File: config.mk
export PLATFORM = sky130hd
export DESIGN_NAME = brev_reorder
export DESIGN_NICKNAME = d
export VERILOG_FILES = /design/src/rtl/brev_pkg.sv /design/src/rtl/brev_addr_gen.sv /design/src/rtl/brev_store.sv /design/src/rtl/brev_reorder.sv
export SDC_FILE = /design/constraint.sdc
export NUM_CORES = 1
export LEC_CHECK = 0
export BUFFER_PORTS_ARGS = -buffer_cell sky130_fd_sc_hd__clkbuf_2
export CORE_MARGIN = 2
export CORE_UTILIZATION = 55
export CTS_CLUSTER_SIZE = 24
export DETAILED_ROUTE_END_ITERATION = 8
export PLACE_DENSITY = 0.79
export SLEW_MARGIN = 40
export SYNTH_ARGS = -nofsm -noshare
export SYNTH_HDL_FRONTEND = slang
export SYNTH_HIERARCHICAL = 1
export SYNTH_SLANG_ARGS = --single-unit
File: constraint.sdc
create_clock -name clk -period 6.1 [get_ports clk]
set_clock_uncertainty 0.05 [all_clocks]
set_input_delay 1.22 -clock clk [delete_from_list [all_inputs] [get_ports clk]]
set_output_delay 1.22 -clock clk [all_outputs]
set_load 0.02 [all_outputs]
File: src/rtl/brev_pkg.sv
// Package: types shared by the reorder buffer modules.
// Assumes nothing beyond a single clock domain.
package brev_pkg;

    // Addressing mode for the current frame: counter used straight or mirrored.
    typedef enum logic {
        ADDR_STRAIGHT = 1'b0,
        ADDR_MIRROR   = 1'b1
    } addr_mode_t;

endpackage

File: src/rtl/brev_addr_gen.sv
// Module: brev_addr_gen
// Aligns to the first marked sample, counts accepted samples per frame and
// produces the memory address. The counter is used straight or with its
// bits mirrored, and the mode swaps on every frame boundary. It also tells
// the top when one full frame has been stored (primed).
// Assumes N is a power of two, at least 2, and frames are back to back.
module brev_addr_gen
    import brev_pkg::*;
#(
    parameter int N     = 16,
    parameter int LOG2N = $clog2(N)
) (
    input  logic             clk,
    input  logic             rst_n,
    input  logic             in_valid,
    input  logic             in_sof,
    output logic             take,
    output logic             first_pos,
    output logic             primed,
    output logic [LOG2N-1:0] addr
);

    localparam logic [LOG2N-1:0] LAST_POS = LOG2N'(N - 1);

    logic             locked;
    logic [LOG2N-1:0] count;
    logic [LOG2N-1:0] count_mirror;
    addr_mode_t       mode;
    logic             frame_end;

    // Accept a sample once aligned, or when it carries the first start marker.
    assign take      = in_valid && (locked || in_sof);
    assign frame_end = take && (count == LAST_POS);
    assign first_pos = (count == '0);

    // Mirror the counter bits: bit b drives bit LOG2N-1-b.
    for (genvar b = 0; b < LOG2N; b++) begin : g_mirror
        assign count_mirror[b] = count[LOG2N-1-b];
    end

    // Select the address form for the current frame.
    assign addr = (mode == ADDR_MIRROR) ? count_mirror : count;

    // Alignment flag: set by the first marked sample, kept until reset.
    always_ff @(posedge clk) begin
        if (!rst_n)                  locked <= 1'b0;
        else if (in_valid && in_sof) locked <= 1'b1;
    end

    // Sample position within the frame, wrapping after N accepted samples.
    always_ff @(posedge clk) begin
        if (!rst_n)         count <= '0;
        else if (frame_end) count <= '0;
        else if (take)      count <= count + 1'b1;
    end

    // Addressing mode swaps on every completed frame.
    always_ff @(posedge clk) begin
        if (!rst_n)         mode <= ADDR_STRAIGHT;
        else if (frame_end) mode <= (mode == ADDR_STRAIGHT) ? ADDR_MIRROR : ADDR_STRAIGHT;
    end

    // Primed once the first full frame sits in memory.
    always_ff @(posedge clk) begin
        if (!rst_n)         primed <= 1'b0;
        else if (frame_end) primed <= 1'b1;
    end

    // every frame boundary swaps the addressing mode.
    assert_mode_swap_R5: assert property (@(posedge clk) disable iff (!rst_n)
        frame_end |=> (mode != $past(mode)));

    // an idle cycle leaves position and mode untouched.
    assert_idle_hold_R7: assert property (@(posedge clk) disable iff (!rst_n)
        !in_valid |=> ($stable(count) && $stable(mode)));

    // before alignment nothing advances.
    assert_unlocked_idle_R2: assert property (@(posedge clk) disable iff (!rst_n)
        !locked |-> (count == '0 && !primed));

endmodule

File: src/rtl/brev_store.sv
// Module: brev_store
// N-entry sample memory with read-before-write on one port. On a write
// cycle the old entry is captured into the read register and the new
// sample replaces it. Only the read register is reset; the array is not.
module brev_store #(
    parameter int N      = 16,
    parameter int DATA_W = 16,
    parameter int LOG2N  = $clog2(N)
) (
    input  logic              clk,
    input  logic              rst_n,
    input  logic              we,
    input  logic [LOG2N-1:0]  addr,
    input  logic [DATA_W-1:0] wdata,
    output logic [DATA_W-1:0] rdata
);

    logic [DATA_W-1:0] mem [N];

    // Capture the entry's old value before it is overwritten.
    always_ff @(posedge clk) begin
        if (!rst_n)  rdata <= '0;
        else if (we) rdata <= mem[addr];
    end

    // Overwrite the entry with the incoming sample.
    always_ff @(posedge clk) begin
        if (we) mem[addr] <= wdata;
    end

endmodule

File: src/rtl/brev_reorder.sv
// Module: brev_reorder (top)
// Turns a stream of bit-reversed frames into natural order using one
// N-entry memory. Output lags the input by one frame plus one clock.
// Assumes N is a power of two and frames are contiguous in accepted samples.
module brev_reorder #(
    parameter int N      = 16,
    parameter int DATA_W = 16
) (
    input  logic              clk,
    input  logic              rst_n,
    input  logic              in_valid,
    input  logic              in_sof,
    input  logic [DATA_W-1:0] in_data,
    output logic              out_valid,
    output logic              out_sof,
    output logic [DATA_W-1:0] out_data
);

    localparam int LOG2N = $clog2(N);

    logic             take;
    logic             first_pos;
    logic             primed;
    logic [LOG2N-1:0] addr;

    brev_addr_gen #(.N(N), .LOG2N(LOG2N)) i_addr_gen (
        .clk       (clk),
        .rst_n     (rst_n),
        .in_valid  (in_valid),
        .in_sof    (in_sof),
        .take      (take),
        .first_pos (first_pos),
        .primed    (primed),
        .addr      (addr)
    );

    brev_store #(.N(N), .DATA_W(DATA_W), .LOG2N(LOG2N)) i_store (
        .clk   (clk),
        .rst_n (rst_n),
        .we    (take),
        .addr  (addr),
        .wdata (in_data),
        .rdata (out_data)
    );

    // Output qualifiers: one per accepted sample once primed.
    always_ff @(posedge clk) begin
        if (!rst_n) begin
            out_valid <= 1'b0;
            out_sof   <= 1'b0;
        end else begin
            out_valid <= take && primed;
            out_sof   <= take && primed && first_pos;
        end
    end

    // an output sample always follows an input sample by one clock.
    assert_out_follows_in_R4: assert property (@(posedge clk) disable iff (!rst_n)
        out_valid |-> $past(in_valid));

    // nothing comes out before a full frame has been stored.
    assert_no_out_priming_R3: assert property (@(posedge clk) disable iff (!rst_n)
        out_valid |-> $past(primed));

    // the frame marker only appears on a valid output.
    assert_sof_qualified_R6: assert property (@(posedge clk) disable iff (!rst_n)
        out_sof |-> out_valid);

endmodule

==> results.toml <==
[status]
status = "finished, final reports clean"

[sta]
setup-tns-final_ns = 0
final-setup-viol-count = 0
setup_ws_ns = 2.78
tightest_slew_ns = 0.838
finalCritPeriodShare_pct = 54.5
rsz0062_at_grt = "no"
hold_violations = 0
slew_headroom_pct = 43.8
min_period_ns = 3.32
final_max_slew_viol_count = 0
max_freq_mhz = 301

[cells_and_area]
final_nets = 611
diodes = 0
finalInstanceArea_um2 = 12200
final_common_cell = "edfxtp_1"
syn_to_final_growth_pct = 13.5
drive_above_1_share_pct = 30.6
mostFrequentLayoutCells = "edfxtp_1 (256), mux4_2 (48), clkbuf_2 (37)"

[logic_synthesis]
syn-cell-area_um2 = 10800
synthArstFlopShare_pct = 0
ys_warn_count = 6
syn_avg_cell_area_um2 = 20.0
ys.flop_type = "edfxtp_1"
yosysUniqueCellTypes = 40
syn_inst = 540
synth_edf_count = 256
yosys_register_bits = 281
ys_seq_area_share_pct = 76.0
syn_nets = 562

[power_and_ir_drop]
p_leak_nw = 3.83
pwr-share-comb_pct = 5.6
pwr-share-clk_pct = 40.7
total_power_mw = 3.97
internal_power_mw = 3.16
ir_drop_mv = 0.218
p_sw_share_pct = 20.5
p_per_area_nw_per_um2 = 325
power_frac_seq_pct = 53.7
netSwitchingPower_mw = 0.813

[global_routing]
grt_pass1_wl_um = 34900
grt_antenna_before_repair = 0
grt_start_max_net_pins = 61
gr-total-overflow = 0
grt_usage_pct = 23.1
grt_pass1_vias = 5644

[worst_setup_path]
critical-path-top-delay-family = "simple AND/OR/NAND/NOR gates"
path_max_fanout = 38
worstSetupStartpointType = "input pin"
required_ns = 6.28
crit_path_max_incr_delay_ns = 0.79
worstPathArrival_ns = 3.51
path_class = "in2reg"
path_cells = "clkbuf_2 > o21ai_2 > inv_2 > nand2_1 > nor3_2 > buf_4"
critPathBufInv = 3
crit_slowest_cell = "nor3_2"
end_kind = "flop"

[clocking]
cts_root_buffer = "clkbuf_16"
clk_path_buf_depth = 3
cts_tree = "done"
clk_pin_slew_ns = 0.06
cts_buffers = 27
post_cts_resized = 0
cts_setup_buffers = 0
cts.sinks = 281
clkLatencyLatePin_ns = 0.53
ctsHoldBuffers = 0
cts_max_level = 1

[floorplan]
core-area_um2 = 19300
die_w_um = 144
die-area_um2 = 20700
io_pins = 38
die_height_um = 144
start_util_pct = 55.7
num_rows = 51

[routing]
drtPass1Iterations = 5
vias = 5606
drt-total-wl_um = 23100
viasPerCell = 6.42
ant_nets = 0
drc = 0
wire_per_inst_um = 26.5
drt_iter0_drc = 765

[placed_design]
routabilityCongestion = 0.820
io_buffers = 37
place_hpwl_um = 13900
placed_cell_area_um2 = 11300
pre_cts_slack_ns = 2.26

[run]
maxCapViolations = 0

[worst_hold_path]
hold_class = "reg2reg"
## cell usage after synthesis (3+ instances only)
cell      instances  share of area (%)
edfxtp_1        256                 71
mux4_2           48                 10
a22oi_1          32                2.2
dfxtp_1          25                4.6
mux2_2           21                2.2
o21ai_0          21               0.98
nand2_1          20               0.70
a41oi_1          16                1.3
mux2_1           13                1.4
nor2_1           12               0.42
clkbuf_1         11               0.38
buf_6             8               0.84
buf_2             7               0.33
nor3_1            6               0.28
buf_4             3               0.21
inv_1             3               0.10
nor2b_1           3               0.17
o211ai_1          3               0.21
## cell type report
class / count / area (um2)
well taps: 265 / 332
multi-input cells: 225 / 2520
fillers: 1237 / 7100
inverters: 3 / 11.3
repair buffers: 51 / 298
clock inverters: 10 / 55.1
clock buffers: 38 / 832
flip-flops and latches: 281 / 8190
## state kept, by name, indices dropped and copies added (netlist names)
name               cells
i_store/mem          256
i_store/rdata         16
i_addr_gen/count       4
i_addr_gen/locked      1
i_addr_gen/mode        1
i_addr_gen/primed      1
out_sof                1
out_valid              1
## logic make-up after synthesis
logic type | after synthesis | share of synthesized area [%]
simple gates | 61 | 3.00
buf+inv | 34 | 1.93
fa+ha+maj | 2 | 0.232
xor+xnor | 2 | 0.163
flops | 281 | 76.0
compound gates | 77 | 5.03
mux | 83 | 13.7
## power groups by stage
| stage | registers [mW] | clock network, mW | logic (mW) |
|---|---|---|---|
| after floorplan | 2.18 | 0 | 0.137 |
| after global routing | 2.14 | 1.71 | 0.239 |
| final | 2.14 | 1.62 | 0.222 |
| after CTS | 2.14 | 1.63 | 0.223 |
| after detailed placement | 2.18 | 0 | 0.220 |
| after global placement | 2.17 | 0 | 0.213 |
## worst paths after layout
| path | slack, ns | cells after the start | to | start |
|---|---|---|---|---|
| max | 2.78 | 6 | i_store/mem[14][0]$_DFFE_PP_ | in_valid |
| min | 0.45 | 1 | out_sof$_SDFF_PN0_ | i_addr_gen/primed$_SDFFE_PN0P_ |
| max reg2reg | 3.10 | 5 | i_store/mem[14][0]$_DFFE_PP_ | i_addr_gen/mode$_SDFFE_PN0P_ |
| min reg2reg | 0.45 | 1 | out_sof$_SDFF_PN0_ | i_addr_gen/primed$_SDFFE_PN0P_ |
## layer usage
| layer | GRT usage [%] | share of wire [%] |
|---|---|---|
| met1 | 31.0 | 38 |
| met2 | 40.1 | 52 |
| met3 | 2.78 | 6.9 |
| met4 | 7.38 | 2.5 |
| met5 | 0 | 0 |
## per-stage QoR
stage	hold slack, ns	instances	utilization, %
CTS	0.453	873	63.1
global route	0.475	873	63.3
global placement	0.414	825	58.3
floorplan	0.396	540	-
finish	0.453	873	63.3
detailed placement	0.439	825	58.5
## worst register-to-register path, delay by kind of cell (launching register included)
| family | cells | cell delay (ns) |
|---|---|---|
| and+or+nand+nor | 2 | 1.13 |
| buffers and inverters | 2 | 0.80 |
| DFF | 1 | 0.50 |
| muxes | 1 | 0.23 |
Power figures use the tool's default switching activity.
